==> src/rtl/pkt_frame_pkg.sv <==
package pkt_frame_pkg;

  typedef enum logic [1:0] {
    BK_OPEN  = 2'd0,
    BK_BODY  = 2'd1,
    BK_CLOSE = 2'd2,
    BK_BAD   = 2'd3
  } beat_kind_e;

  typedef enum logic {
    FS_OUT = 1'b0,
    FS_IN  = 1'b1
  } frame_st_e;

  localparam int ERR_W = 2;

  localparam logic [ERR_W-1:0] ERR_NONE     = 2'd0;
  localparam logic [ERR_W-1:0] ERR_OPEN_IN  = 2'd1;
  localparam logic [ERR_W-1:0] ERR_OUTSIDE  = 2'd2;
  localparam logic [ERR_W-1:0] ERR_BAD_CMD  = 2'd3;

  // Violation code for a beat of the given kind seen in the given state.
  function automatic logic [ERR_W-1:0] frame_violation(frame_st_e st, beat_kind_e kind);
    logic [ERR_W-1:0] code;
    code = ERR_NONE;
    unique case (kind)
      BK_BAD:   code = ERR_BAD_CMD;
      BK_OPEN:  code = (st == FS_IN) ? ERR_OPEN_IN : ERR_NONE;
      BK_BODY,
      BK_CLOSE: code = (st == FS_OUT) ? ERR_OUTSIDE : ERR_NONE;
      default:  code = ERR_NONE;
    endcase
    return code;
  endfunction

  // Framing state after a beat; bad commands leave it alone.
  function automatic frame_st_e frame_next(frame_st_e st, beat_kind_e kind);
    frame_st_e nx;
    nx = st;
    unique case (kind)
      BK_OPEN:  nx = FS_IN;
      BK_CLOSE: nx = FS_OUT;
      default:  nx = st;
    endcase
    return nx;
  endfunction

  // A close beat that legally ends a packet.
  function automatic logic frame_closes(frame_st_e st, beat_kind_e kind);
    return (st == FS_IN) && (kind == BK_CLOSE);
  endfunction

endpackage

==> src/rtl/pkt_beat_decode.sv <==
module pkt_beat_decode
  import pkt_frame_pkg::*;
#(
  parameter int              CMD_W   = 24,
  parameter int              DATA_W  = 32,
  parameter logic [CMD_W-1:0] CMD_OPEN  = 24'h000001,
  parameter logic [CMD_W-1:0] CMD_BODY  = 24'h000002,
  parameter logic [CMD_W-1:0] CMD_CLOSE = 24'h000003
) (
  input  logic              valid,
  input  logic              busy,
  input  logic [CMD_W-1:0]  cmd,
  input  logic [DATA_W-1:0] data,
  output logic              accepted,
  output beat_kind_e        kind
);

  // Data is carried on the link but plays no part in framing.
  logic unused_data_parity;
  assign unused_data_parity = ^data;

  assign accepted = valid && !busy;

  always_comb begin
    if (cmd == CMD_OPEN)       kind = BK_OPEN;
    else if (cmd == CMD_BODY)  kind = BK_BODY;
    else if (cmd == CMD_CLOSE) kind = BK_CLOSE;
    else                       kind = BK_BAD;
  end

endmodule

==> src/rtl/pkt_frame_fsm.sv <==
module pkt_frame_fsm
  import pkt_frame_pkg::*;
(
  input  logic             clk,
  input  logic             rst,
  input  logic             accepted,
  input  beat_kind_e       kind,
  output logic             in_pkt,
  output logic [ERR_W-1:0] viol_code,
  output logic             closes
);

  frame_st_e st_q;

  assign in_pkt    = (st_q == FS_IN);
  assign viol_code = accepted ? frame_violation(st_q, kind) : ERR_NONE;
  assign closes    = accepted && frame_closes(st_q, kind);

  always_ff @(posedge clk) begin
    if (rst)           st_q <= FS_OUT;
    else if (accepted) st_q <= frame_next(st_q, kind);
  end

  a_r5_open_lands_inside: assert property (@(posedge clk) disable iff (rst)
    (accepted && kind == BK_OPEN) |=> in_pkt);

  a_r6_outside_stays_out: assert property (@(posedge clk) disable iff (rst)
    (accepted && !in_pkt && (kind == BK_BODY || kind == BK_CLOSE)) |=> !in_pkt);

  a_r7_bad_keeps_state: assert property (@(posedge clk) disable iff (rst)
    (accepted && kind == BK_BAD) |=> (in_pkt == $past(in_pkt)));

  a_r2_stall_holds_state: assert property (@(posedge clk) disable iff (rst)
    !accepted |=> $stable(in_pkt));

endmodule

==> src/rtl/pkt_err_report.sv <==
module pkt_err_report
  import pkt_frame_pkg::*;
(
  input  logic             clk,
  input  logic             rst,
  input  logic [ERR_W-1:0] viol_code,
  input  logic             closes,
  output logic             err_flag,
  output logic [ERR_W-1:0] err_code,
  output logic             err_pulse,
  output logic             pkt_done
);

  logic viol_now;
  assign viol_now = (viol_code != ERR_NONE);

  always_ff @(posedge clk) begin
    if (rst) begin
      err_flag  <= 1'b0;
      err_code  <= ERR_NONE;
      err_pulse <= 1'b0;
      pkt_done  <= 1'b0;
    end else begin
      err_pulse <= viol_now;
      pkt_done  <= closes;
      if (viol_now) begin
        err_flag <= 1'b1;
        err_code <= viol_code;
      end
    end
  end

  a_r9_flag_sticky: assert property (@(posedge clk) disable iff (rst)
    err_flag |=> err_flag);

  a_r8_pulse_sets_flag: assert property (@(posedge clk) disable iff (rst)
    err_pulse |-> (err_flag && err_code != ERR_NONE));

  a_r8_code_holds_quiet: assert property (@(posedge clk) disable iff (rst)
    !viol_now |=> $stable(err_code));

  a_r4_done_not_error: assert property (@(posedge clk) disable iff (rst)
    !(pkt_done && err_pulse));

endmodule

==> src/rtl/pkt_frame_mon.sv <==
module pkt_frame_mon
  import pkt_frame_pkg::*;
#(
  parameter int               CMD_W     = 24,
  parameter int               DATA_W    = 32,
  parameter logic [CMD_W-1:0] CMD_OPEN  = 24'h000001,
  parameter logic [CMD_W-1:0] CMD_BODY  = 24'h000002,
  parameter logic [CMD_W-1:0] CMD_CLOSE = 24'h000003
) (
  input  logic              clk,
  input  logic              rst,
  input  logic              lnk_valid,
  input  logic              lnk_busy,
  input  logic [CMD_W-1:0]  lnk_cmd,
  input  logic [DATA_W-1:0] lnk_data,
  output logic              err_flag,
  output logic [ERR_W-1:0]  err_code,
  output logic              err_pulse,
  output logic              pkt_done
);

  logic             beat_acc;
  beat_kind_e       beat_kind;
  logic             fr_in_pkt;
  logic [ERR_W-1:0] fr_viol;
  logic             fr_closes;

  pkt_beat_decode #(
    .CMD_W(CMD_W), .DATA_W(DATA_W),
    .CMD_OPEN(CMD_OPEN), .CMD_BODY(CMD_BODY), .CMD_CLOSE(CMD_CLOSE)
  ) u_dec (
    .valid(lnk_valid), .busy(lnk_busy), .cmd(lnk_cmd), .data(lnk_data),
    .accepted(beat_acc), .kind(beat_kind)
  );

  pkt_frame_fsm u_fsm (
    .clk(clk), .rst(rst), .accepted(beat_acc), .kind(beat_kind),
    .in_pkt(fr_in_pkt), .viol_code(fr_viol), .closes(fr_closes)
  );

  pkt_err_report u_rep (
    .clk(clk), .rst(rst), .viol_code(fr_viol), .closes(fr_closes),
    .err_flag(err_flag), .err_code(err_code),
    .err_pulse(err_pulse), .pkt_done(pkt_done)
  );

  a_r2_pulse_needs_beat: assert property (@(posedge clk) disable iff (rst)
    (err_pulse || pkt_done) |-> $past(beat_acc));

  a_r4_done_left_packet: assert property (@(posedge clk) disable iff (rst)
    pkt_done |-> !fr_in_pkt);

endmodule

==> config.mk <==
export PLATFORM = sky130hd
export DESIGN_NAME = pkt_frame_mon
export DESIGN_NICKNAME = d
export VERILOG_FILES = /design/src/rtl/pkt_frame_pkg.sv /design/src/rtl/pkt_beat_decode.sv /design/src/rtl/pkt_frame_fsm.sv /design/src/rtl/pkt_err_report.sv /design/src/rtl/pkt_frame_mon.sv
export SDC_FILE = /design/constraint.sdc
export NUM_CORES = 1
export LEC_CHECK = 0
export BUFFER_PORTS_ARGS = -buffer_cell sky130_fd_sc_hd__buf_2
export CORE_MARGIN = 5
export CORE_UTILIZATION = 28
export CTS_BUF_LIST = sky130_fd_sc_hd__clkbuf_16
export DETAILED_ROUTE_END_ITERATION = 8
export GPL_ROUTABILITY_DRIVEN = 1
export PLACE_DENSITY = 0.84
export SYNTH_ARGS = -nofsm -noshare
export SYNTH_HDL_FRONTEND = slang
export SYNTH_SLANG_ARGS = --single-unit
==> constraint.sdc <==
create_clock -name clk -period 2.94 [get_ports clk]
set_input_delay 0.441 -clock clk [delete_from_list [all_inputs] [get_ports clk]]
set_output_delay 0.441 -clock clk [all_outputs]
set_load 0.05 [all_outputs]
==> flow_summary_export.csv <==
group,metric,value,unit
placement,hpwl,910,µm
global_route,antenna_found_initial,0,
sta,worst_slew_pin_slew,0.320,ns
sta,rsz0062_at_grt,"false",
sta,finalSetupTns,0,ns
setup_path,arrival,2.12,ns
yosys,synth.largest_area_cell,"dfxtp_1",
cts,clock_sinks,6,
finish,final_area,638,µm²
setup_path,crit_fanout,4,
floorplanning,dieArea,2210,µm²
pwr,p_leak,0.000312,µW
yosys,async_reset_ff_share,0,%
route,vias,469,
run,drv_cap,0,
yosys,post-synth-top-count-cell,"dfxtp_1",
setup_path,worstPathRequired,3.05,ns
floorplanning,coreArea,1300,µm²
cts,clock_latency,0.22,ns
yosys,synth-seq-cells,6,
status,status,"completed",
floorplanning,io_pins,65,
finish,n_fill_cell,136,
floorplanning,initial_core_util,29.5,%
finish,drive_above_1_share,48.1,%
placement,dp_slack,0.688,ns
cts,ctsHoldBuffers,0,
cts,clk_path_buf_depth,2,
placement,gp_congestion,0.812,
cts,cts_setup_buffers,0,
yosys,netlist_area,384,µm²
yosys,ys_types,21,
finish,synthToLayoutAreaGrowth,66.1,%
finish,diodes,0,
global_route,grt_pass1_wl,1800,µm
yosys,synth_area_leaders,"dfxtp_1, nor4_2, ha_1",
floorplanning,die_h,47.0,µm
sta,fin_skew,0.00228,ns
setup_path,start_kind,"primary input",
cts,root_buffer,"clkbuf_16",
route,drt-initial-drc-count,7,
global_route,grt_max_degree,6,
yosys,yosysTopAreaCellShare,31.3,%
placement,placed_area,563,µm²
route,wirelength,1060,µm
yosys,synth_cells,46,
sta,finalHoldViolations,0,
cts,cts_tree,"yes",
cts,cts_buffers,3,
finish,nNetsFinal,145,
route,post_drt_wl_per_cell,11.1,µm
route,drtPass1Iterations,4,
sta,finalSetupViolations,0,
floorplanning,die_w,47.0,µm
yosys,synth_edf_count,0,
yosys,yosysSeqAreaShare,31.3,%
cts,ctsResizeCount,0,
global_route,grt_pass1_vias,489,
global_route,grt_remaining_overflow,0,
global_route,grt_usage,11.8,%
cts,clk_pin_slew,0.03,ns
setup_path,critical_path_class,"in2reg",
sta,fin_crit,2.01,ns
route,drtAntennaViolNets,0,
yosys,avgSynthCellArea,8.35,µm²
finish,regArea,120,µm²
route,routed_via_density,4.89,
placement,port_buffers,32,
finish,multi_input_area,253,µm²
pwr,ir_drop,0.000188,V
sta,drv_slew,0,
yosys,yosysWarnings,0,
floorplanning,rows,13,
yosys,synth_ff_type,"dfxtp_1",
setup_path,critPathCaptureType,"flip-flop",
pwr,finalPower,349,µW
yosys,synth_fp_nets,108,
sta,min_period_over_period,68.3,%
yosys,synth_common_cells,"dfxtp_1, nand2_1, nor3_1, nor4_2",
pwr,powerDensity,547,nW/µm²
min_path,hold_class,"in2reg",
sta,max_slew_margin,78.6,%
sta,setup_slack,0.933,ns
sta,fmax,498,MHz
route,drc,0,
cts,ctsHtreeMaxLevel,1,
==> layout make-up <==
class	instances	area share, %
Sequential cell	6	18.8
Inverter	3	1.76
Clock buffer	3	11.8
Timing Repair Buffer	32	25.1
Tap cell	15	2.94
Multi-Input combinational cell	37	39.6
==> worst paths after layout <==
path	end	start	slack (ns)	depth (start not counted)
max	u_rep.err_flag	lnk_cmd[10]	0.93	9
min reg2reg	u_rep.err_flag	u_rep.err_flag	0.45	1
max reg2reg	u_rep.err_flag	u_fsm.in_pkt	2.00	3
min	u_rep.err_code[0]	rst	0.45	2
==> report_power, final <==
part	internal (µW)	switching, µW	total (µW)	leakage [µW]
registers	85.5	2.00	87.5	0.0000492
logic	20.1	27.1	47.2	0.000226
clock network	174	40.5	215	0.0000370
==> critical path, cell delays in order <==
cell and delay [ns]:
buf_2 0.10, nor4_1 0.30, nand2_1 0.15, nor3_1 0.28, ha_1 0.32, nand2b_1 0.17
mux2i_1 0.13, nor3_1 0.07, a21o_1 0.15
==> sequential cells by signal, summed over array words and instances (netlist names) <==
name / cells
u_fsm.in_pkt: 1
u_rep.err_code: 2
u_rep.err_flag: 1
u_rep.err_pulse: 1
u_rep.pkt_done: 1
==> metrics by stage <==
stage               utilization, %  hold slack, ns  std cells
floorplan                        -           0.466         46
global placement              43.3           0.436         93
detailed placement            43.3           0.446         93
CTS                           49.0           0.441         96
global route                  49.0           0.463         96
finish                        49.0           0.445         96
==> routing by layer <==
metal  vias up  global-route usage, %  wire length (µm)
li1        236                      -                 -
met2        35                   17.9               425
met3         2                   3.45               155
met1       196                   13.4               453
met5         -                      0                 0
met4         0                   9.94                27
==> layout by cell type, fill, tap and decap left out <==
cell type | Yosys | layout
nor4_1 | 2 | 2
a21o_1 | 1 | 1
nor2b_1 | 2 | 2
and2_1 | 1 | 1
o211a_1 | 1 | 1
nor3_1 | 4 | 4
a21oi_1 | 3 | 3
nand2_1 | 4 | 4
dfxtp_1 | 6 | 6
nand3_1 | 1 | 1
ha_1 | 2 | 2
mux2i_1 | 1 | 1
nand4_1 | 1 | 1
xor2_1 | 1 | 1
nor2_1 | 3 | 3
or3_1 | 1 | 1
buf_2 | 0 | 32
nand2b_1 | 3 | 3
o21ai_0 | 1 | 1
nor4_2 | 4 | 4
inv_1 | 3 | 3
a211oi_1 | 1 | 1
clkbuf_16 | 0 | 3
==> kinds of logic (layout without fill, tap and decap cells) <==
| family | Yosys count | in the layout | synth area share (%) |
|---|---|---|---|
| buffers and inverters | 3 | 38 | 2.93 |
| and+or+nand+nor | 26 | 26 | 42.7 |
| adders and majority gates | 2 | 2 | 6.51 |
| DFF | 6 | 6 | 31.3 |
| muxes | 1 | 1 | 2.61 |
| AOI/OAI and AO/OA | 7 | 7 | 11.7 |
| xor gates and xnor gates | 1 | 1 | 2.28 |
Power figures use the tool's default switching activity.
